`src/rtl/pixkey_pkg.sv`:
```
package pixkey_pkg;
  localparam int BYTE_W  = 8;
  localparam int MODE_W  = 3;

  localparam logic [MODE_W-1:0] MODE_EXTERNAL = 3'b000;
  localparam logic [MODE_W-1:0] MODE_SINGLE   = 3'b100;
  localparam logic [MODE_W-1:0] MODE_DUALEDGE = 3'b101;
  localparam logic [MODE_W-1:0] MODE_TWOBYTE  = 3'b110;
  localparam logic [MODE_W-1:0] MODE_THREE    = 3'b111;

  // strobes from the control side to the datapath
  typedef struct packed {
    logic lineOn;      // line active this edge
    logic closePixel;  // last byte of a pixel is at the input
    logic dualEdge;    // falling-edge byte is part of the pixel
    logic useExt;      // external key source
    logic useInt;      // internal compare source
  } keyStrobes_t;
endpackage

```
`src/rtl/pixkey_ctrl.sv`:
```
module pixkey_ctrl
  import pixkey_pkg::*;
#(
  parameter int PHASE_W = 2
) (
  input  logic              clk,
  input  logic              rstN,
  input  logic              lineActive,
  input  logic [MODE_W-1:0] keyMode,
  output keyStrobes_t       strobes
);
  logic [PHASE_W-1:0] phase;
  logic [PHASE_W-1:0] lastIdx;
  logic               closeNow;

  always_comb begin
    case (keyMode)
      MODE_TWOBYTE: lastIdx = PHASE_W'(1);
      MODE_THREE:   lastIdx = PHASE_W'(2);
      default:      lastIdx = '0;
    endcase
  end

  assign closeNow = lineActive && (phase >= lastIdx);

  always_ff @(posedge clk or negedge rstN) begin
    if (!rstN) begin
      phase <= '0;
    end else if (!lineActive || closeNow) begin
      phase <= '0;
    end else begin
      phase <= phase + PHASE_W'(1);
    end
  end

  always_comb begin
    strobes.lineOn     = lineActive;
    strobes.closePixel = closeNow;
    strobes.dualEdge   = (keyMode == MODE_DUALEDGE);
    strobes.useExt     = (keyMode == MODE_EXTERNAL);
    strobes.useInt     = keyMode[MODE_W-1];
  end
endmodule

```
`src/rtl/pixkey_datapath.sv`:
```
module pixkey_datapath
  import pixkey_pkg::*;
#(
  parameter int DATA_W = BYTE_W,
  parameter int DLY_W  = 3
) (
  input  logic              clk,
  input  logic              rstN,
  input  keyStrobes_t       strobes,
  input  logic [DATA_W-1:0] pixByte,
  input  logic              extKey,
  input  logic              keyEnable,
  input  logic              keyInvert,
  input  logic [DATA_W-1:0] keyValue,
  input  logic [DLY_W-1:0]  keyDelay,
  output logic              overlaySel,
  output logic              pixKey
);
  localparam int TAPS   = 1 << DLY_W;
  localparam int STAGES = TAPS - 1;

  logic [DATA_W-1:0] fallByte;
  logic              matchAcc;
  logic              byteHit;
  logic              keyRaw;
  logic [STAGES-1:0] dlyLine;
  logic [TAPS-1:0]   tapVec;

  // byte presented at the falling edge (first half of a dual-edge pixel)
  always_ff @(negedge clk or negedge rstN) begin
    if (!rstN) fallByte <= '0;
    else       fallByte <= pixByte;
  end

  assign byteHit = (pixByte == keyValue) &&
                   (!strobes.dualEdge || (fallByte == keyValue));

  always_ff @(posedge clk or negedge rstN) begin
    if (!rstN) begin
      matchAcc <= 1'b1;
      pixKey   <= 1'b0;
    end else if (!strobes.lineOn) begin
      matchAcc <= 1'b1;
      pixKey   <= 1'b0;
    end else if (strobes.closePixel) begin
      matchAcc <= 1'b1;
      pixKey   <= matchAcc && byteHit;
    end else begin
      matchAcc <= matchAcc && byteHit;
    end
  end

  always_comb begin
    if (strobes.useExt)      keyRaw = keyInvert ? extKey : !extKey;
    else if (strobes.useInt) keyRaw = pixKey;
    else                     keyRaw = 1'b0;
  end

  // delay stages, stage 0 holds the newest value
  for (genvar g = 0; g < STAGES; g++) begin : g_stage
    always_ff @(posedge clk or negedge rstN) begin
      if (!rstN) dlyLine[g] <= 1'b0;
      else if (g == 0) dlyLine[g] <= keyRaw;
      else             dlyLine[g] <= dlyLine[(g == 0) ? 0 : g-1];
    end
  end

  assign tapVec = {dlyLine, keyRaw};

  always_ff @(posedge clk or negedge rstN) begin
    if (!rstN) overlaySel <= 1'b0;
    else       overlaySel <= keyEnable && tapVec[keyDelay];
  end
endmodule

```
`src/rtl/pixel_key_gen.sv`:
```
module pixel_key_gen
  import pixkey_pkg::*;
#(
  parameter int DATA_W = BYTE_W,
  parameter int DLY_W  = 3
) (
  input  logic              clk,
  input  logic              rstN,
  input  logic              lineActive,
  input  logic [DATA_W-1:0] pixByte,
  input  logic              extKey,
  input  logic              keyEnable,
  input  logic              keyInvert,
  input  logic [MODE_W-1:0] keyMode,
  input  logic [DATA_W-1:0] keyValue,
  input  logic [DLY_W-1:0]  keyDelay,
  output logic              overlaySel
);
  keyStrobes_t strobes;
  logic        pixKey;

  pixkey_ctrl #(.PHASE_W(2)) u_ctrl (
    .clk        (clk),
    .rstN       (rstN),
    .lineActive (lineActive),
    .keyMode    (keyMode),
    .strobes    (strobes)
  );

  pixkey_datapath #(.DATA_W(DATA_W), .DLY_W(DLY_W)) u_dp (
    .clk        (clk),
    .rstN       (rstN),
    .strobes    (strobes),
    .pixByte    (pixByte),
    .extKey     (extKey),
    .keyEnable  (keyEnable),
    .keyInvert  (keyInvert),
    .keyValue   (keyValue),
    .keyDelay   (keyDelay),
    .overlaySel (overlaySel),
    .pixKey     (pixKey)
  );
endmodule

```
`config.mk`:
```
export PLATFORM = sky130hd
export DESIGN_NAME = pixel_key_gen
export DESIGN_NICKNAME = d
export VERILOG_FILES = /design/src/rtl/pixkey_pkg.sv /design/src/rtl/pixkey_ctrl.sv /design/src/rtl/pixkey_datapath.sv /design/src/rtl/pixel_key_gen.sv
export SDC_FILE = /design/constraint.sdc
export NUM_CORES = 1
export LEC_CHECK = 0
export ABC_AREA = 1
export BUFFER_PORTS_ARGS = -buffer_cell sky130_fd_sc_hd__buf_4
export CAP_MARGIN = 20
export CORE_UTILIZATION = 50
export CTS_CLUSTER_DIAMETER = 150
export DETAILED_ROUTE_END_ITERATION = 16
export HOLD_SLACK_MARGIN = 0.1
export PLACE_DENSITY = 0.77
export SLEW_MARGIN = 20
export SYNTH_ARGS = -nofsm -noshare
export SYNTH_HDL_FRONTEND = slang
export SYNTH_SLANG_ARGS = --single-unit
```
`constraint.sdc`:
```
create_clock -name clk -period 1.6 [get_ports clk]
set_input_delay 0.32 -clock clk [delete_from_list [all_inputs] [get_ports clk]]
set_output_delay 0.32 -clock clk [all_outputs]
set_load 0.05 [all_outputs]
```
==> out/qor.yml, run 1 <==
status: "finished with violations"
violations: "setup timing"
fp.coreArea_um2: 1942
ys_types: 18
routedWlPerCell_um: 9.667
htreeDepth: 1
clock-sinks: 20
grt-busiest-layer: "met2"
ff2ff_setup_slack_ns: -0.22
synth_cells: 138
nNetsFinal: 202
setup_tns_ns: -0.3987
tightest_slew_ns: 0.2497
yosys_warnings: 0
clkSlewWorstSetupHoldPaths_ns: 0.11
portBuffers: 28
final_cells: 198
num_rows: 16
final_common_cell: "nand2_1"
required_ns: 1.80
slew_headroom_pct: 83.35
grt_max_degree: 21
drtAntennaViolNets: 0
wirelength_um: 1914
dp_cells: 193
synth_fp_nets: 168
timing.rr.end: "u_dp.pixKey"
dr_total_vias: 892
endpoint: "u_dp.pixKey"
grt_pass1_vias: 738
path_max_fanout: 2
grtUsageTotal_pct: 18.15
antenna_found_initial: 0
dieArea_um2: 2243
cts_tree: "done"
ir_worst_vdd_mv: 0.5917
drc: 0
r2r_start: "u_dp.fallByte[7]"
grt_use_met1_pct: 22.87
drive_gt1_share_pct: 23.39
p_per_area_nw_per_um2: 759.0
skew_ns: 0.001481
clkLatencyLatePin_ns: 0.29
power.leakage_nw: 0.7632
start_util_pct: 52.96
die_x_um: 47.36
gp_congestion: 0.6870
crit_type: "flop to flop"
dr.pass1.iters: 6
finalHoldViolCount: 0
post-dp-hpwl_um: 1567
mostFrequentLayoutCells: "nand2_1 (47), buf_4 (28), inv_1 (24), nor2_1 (14), dfrtp_1 (11)"
utilization_pct: 67.91
gr-total-overflow: 0
rsz0062_at_grt: "yes"
netlist_area_um2: 1028
setup_slack_ns: -0.2151
cts_setup_buffers: 0
via_per_inst: 4.505
grt_pass1_wl_um: 2801
critPathLaunch: "u_dp.fallByte[7]"
startpoint_type: "flop"
setup_violations: 2
end_kind: "flop"
synth_area_per_cell_um2: 7.453
slew_violations: 0
met2_usage_pct: 31.51
antenna_cells: 0
gr-usage-met3_pct: 2.308
ys_seq_area_share_pct: 48.78
dieHeight_um: 47.36
synth_seq_cells: 20
top_level_ports: 29
cts_buffers: 3
root_buffer: "clkbuf_4"
total_power_mw: 1.001
cts_buffer_depth: 2
cap_violations: 0
stdcell_area_um2: 1319
area_growth_pct: 28.22
crit_arrival_ns: 2.01
r2r_cells: 9
post_dp_cell_area_um2: 1272
drt_iter0_drc: 9
min_path_type: "input port to flop"
[worst min-delay path by stage]
stage,start,end,slack (ns),cells past startpoint
3_3_place_gp,rstN,u_ctrl.phase[1],0.21,1
3_5_place_dp,rstN,u_ctrl.phase[0],0.21,1
4_1_cts,keyEnable,u_dp.overlaySel,0.25,3
2_1_floorplan,rstN,u_ctrl.phase[0],0.02,0
6_report,keyEnable,u_dp.overlaySel,0.26,3
5_1_grt,keyEnable,u_dp.overlaySel,0.28,3
[per-stage QoR]
step                      worst slack, ns  hold WS [ns]
after global routing              -0.3259        0.2757
after global placement            -0.1695        0.2095
after CTS                         -0.2061        0.2535
final                             -0.2151        0.2590
after floorplan                   -0.1097       0.02441
after detailed placement          -0.2163        0.2139
[logic make-up (layout without fill, tap and decap cells)]
group                    Yosys count  after routing  share of synthesized area (%)
AND/OR/NAND/NOR                   73             73                          28.83
buffers and inverters             28             61                          10.22
flip-flops                        20             20                          48.78
AO/OA/AOI/OAI                      9              9                          4.622
XOR/XNOR                           6              6                          5.109
adder cells (fa/ha/maj)            2              2                          2.433
[repair_timing]
action,in CTS,in global routing
resized for setup,0,0
endpoints found under the hold margin,11,0
hold buffers,1,0
setup endpoints to repair,2,2
pin swaps,0,0
[power by group]
group,total [mW],switching [mW],internal (mW)
Sequential,0.536,0.00897,0.527
Combinational,0.176,0.0903,0.0859
Clock,0.289,0.150,0.139
[worst max-delay path, stage by stage, from the launching register on]
cell and delay, ns:
dfrtn_1 0.43, inv_1 0.05, nand2_1 0.05, nand2_1 0.05, nand2_1 0.06, nor2_1 0.04, nand2_1 0.06, nand2_1 0.06
nand3_1 0.07, nand2_1 0.05
[routing by layer]
| layer | vias up | part of all wire [%] | routed length (um) |
|---|---|---|---|
| li1 | 478 | - | - |
| met3 | 2 | 3.5 | 67 |
| met1 | 391 | 47 | 901 |
| met4 | 0 | 0.47 | 9 |
| met5 | - | 0 | 0 |
| met2 | 21 | 49 | 935 |
[synth_stat cells]
cell,number,area [um^2]
inv_1,24,90.09
a21boi_1,1,7.510
nor2_1,14,52.55
dfrtn_1,8,200.2
nand2_2,1,6.260
o21ai_1,1,5.000
nor2_2,1,6.260
inv_2,4,15.01
o21ai_0,5,25.02
nand3_1,6,30.03
nand3_2,1,10.01
dfstp_2,1,26.28
ha_1,2,25.02
xnor2_1,6,52.55
nor3_1,3,15.01
dfrtp_1,11,275.3
a21oi_1,2,10.01
nand2_1,47,176.4
[state kept, by name, summed over array words and instances, names as in the netlist]
signal,count
u_dp.fallByte,8
u_dp.overlaySel,1
u_dp.matchAcc,1
u_dp.dlyLine,7
u_ctrl.phase,2
u_dp.pixKey,1
[cell type report]
cell class              instances  area, um^2
inverters                      28       105.1
clock buffers                   4       36.28
flip-flops and latches         20       501.7
repair buffers                 29       220.2
fillers                       174       623.1
multi-input cells              90       421.7
well taps                      27       33.78
Note: power is estimated with default switching activity, not from simulation.
==> run 2, diff against run 1 <==
--- a/config.mk
+++ b/config.mk
@@ -13,6 +13,7 @@
 export DETAILED_ROUTE_END_ITERATION = 16
 export HOLD_SLACK_MARGIN = 0.1
 export PLACE_DENSITY = 0.77
+export REMOVE_ABC_BUFFERS = 1
 export SLEW_MARGIN = 20
 export SYNTH_ARGS = -nofsm -noshare
 export SYNTH_HDL_FRONTEND = slang
==> out/qor.yml, run 2 (synthesized netlist as in run 1, its figures left out) <==
largest_register_ffs: 8
status: "finished with violations"
power.leakage_nw: 0.7705
whs_ns: 0.2435
regMostFlops: "u_dp.fallByte"
setup_tns_ns: -0.3579
cts_buffers: 3
cts_tree: "done"
clkLatencyLatePin_ns: 0.30
antenna_cells: 0
path_max_fanout: 2
min_path_type: "input port to flop"
rsz0062_at_grt: "yes"
r2r_cells: 9
tightest_slew_ns: 0.2805
finalHoldViolCount: 0
fp.coreArea_um2: 1942
dr_total_vias: 894
setup_slack_ns: -0.1862
p_per_area_nw_per_um2: 844.2
dieArea_um2: 2243
grt_pass1_vias: 739
cts_buffer_depth: 2
htreeDepth: 1
wirelength_um: 2003
drc: 0
final_common_cell: "nand2_1"
gr-total-overflow: 0
reg_top3: "u_dp.fallByte x8, u_dp.dlyLine x7, u_ctrl.phase x2"
via_per_inst: 4.515
slew_headroom_pct: 81.16
violations: "setup timing"
required_ns: 1.81
mostFrequentLayoutCells: "nand2_1 (46), buf_4 (28), inv_1 (24), nor2_1 (14), dfrtp_1 (11)"
startpoint_type: "flop"
routedWlPerCell_um: 10.12
clock-sinks: 20
antenna_found_initial: 0
nNetsFinal: 202
multiInputGateArea_um2: 424.2
num_rows: 16
drt_iter0_drc: 12
skew_ns: 0.004284
r2r_start: "u_dp.fallByte[0]"
ir_worst_vdd_mv: 0.6678
slew_violations: 0
gp_congestion: 0.7634
start_util_pct: 52.96
root_buffer: "clkbuf_4"
crit_type: "flop to flop"
setup_violations: 2
dieHeight_um: 47.36
drtAntennaViolNets: 0
crit_arrival_ns: 2.00
critPathLaunch: "u_dp.fallByte[0]"
end_kind: "flop"
worstHoldPathCells: 3
regArea_um2: 501.7
die_x_um: 47.36
clkSlewWorstSetupHoldPaths_ns: 0.11
area_growth_pct: 30.05
cap_violations: 0
drive_gt1_share_pct: 23.98
dr.pass1.iters: 4
top_level_ports: 29
post-dp-hpwl_um: 1574
portBuffers: 28
grt_pass1_wl_um: 2994
cts_setup_buffers: 0
grtUsageTotal_pct: 20.18
hp-start: "keyEnable"
fillers: 170
grt_max_degree: 21
-- run 2: cell types whose count changed in the layout (fill, tap and decap cells not counted) --
cell,delta
nand2_2,+1
nand2_1,-1
clkbuf_8,-1
bufinv_16,+1
-- run 2: repair_timing --
| action | in CTS | in global routing |
|---|---|---|
| hold buffers | 1 | 0 |
| setup endpoints to repair | 2 | 2 |
| gates resized for setup | 0 | 1 |
| pin swaps | 0 | 3 |
| hold endpoints to repair | 11 | 0 |
-- run 2: area by class of cell --
cell class	count	share of cell area, %
sequential	20	37.51
multi-input combinational	90	31.71
timing repair buffer	29	16.46
inverter	28	7.858
tap	27	2.526
clock inverter	1	2.245
clock buffer	3	1.684
-- run 2: critical path, cell delays in order (launching register included) --
cell and delay [ns]:
dfrtn_1 0.42, inv_1 0.04, nand2_1 0.06, nand2_1 0.06, nand2_1 0.05, nor2_1 0.03
nand2_1 0.07, nand2_2 0.05, nand3_1 0.07, nand2_1 0.04
-- run 2: stage by stage --
stage	utilization, %	power [mW]	instances	setup WS (ns)	instance area [um^2]
final	68.88	1.129	198	-0.1862	1338
after global routing	68.88	1.175	198	-0.3272	1338
after floorplan	-	0.6266	138	-0.1133	1028
after detailed placement	65.53	0.7223	193	-0.1970	1272
after global placement	65.53	0.7151	193	-0.1823	1272
after CTS	68.75	1.140	198	-0.1899	1335
-- run 2: routing by layer --
metal	part of all wire (%)	track usage [%]
met1	47	25.67
met2	47	32.88
met3	3.2	2.308
met4	2.3	12.00
met5	0	0
-- run 2: power by group --
part           switching, mW  internal (mW)
Combinational         0.0929         0.0861
Sequential           0.00889          0.527
Clock                  0.161          0.253
-- run 2: path summary, 6_finish.rpt --
path | end | slack [ns]
max | u_dp.pixKey | -0.19
min | u_dp.overlaySel | 0.24
max reg2reg | u_dp.pixKey | -0.19
min reg2reg | u_dp.dlyLine[6] | 0.39
max in group asynchronous | u_dp.fallByte[7] | 0.26
min in group asynchronous | u_dp.dlyLine[0] | 0.41
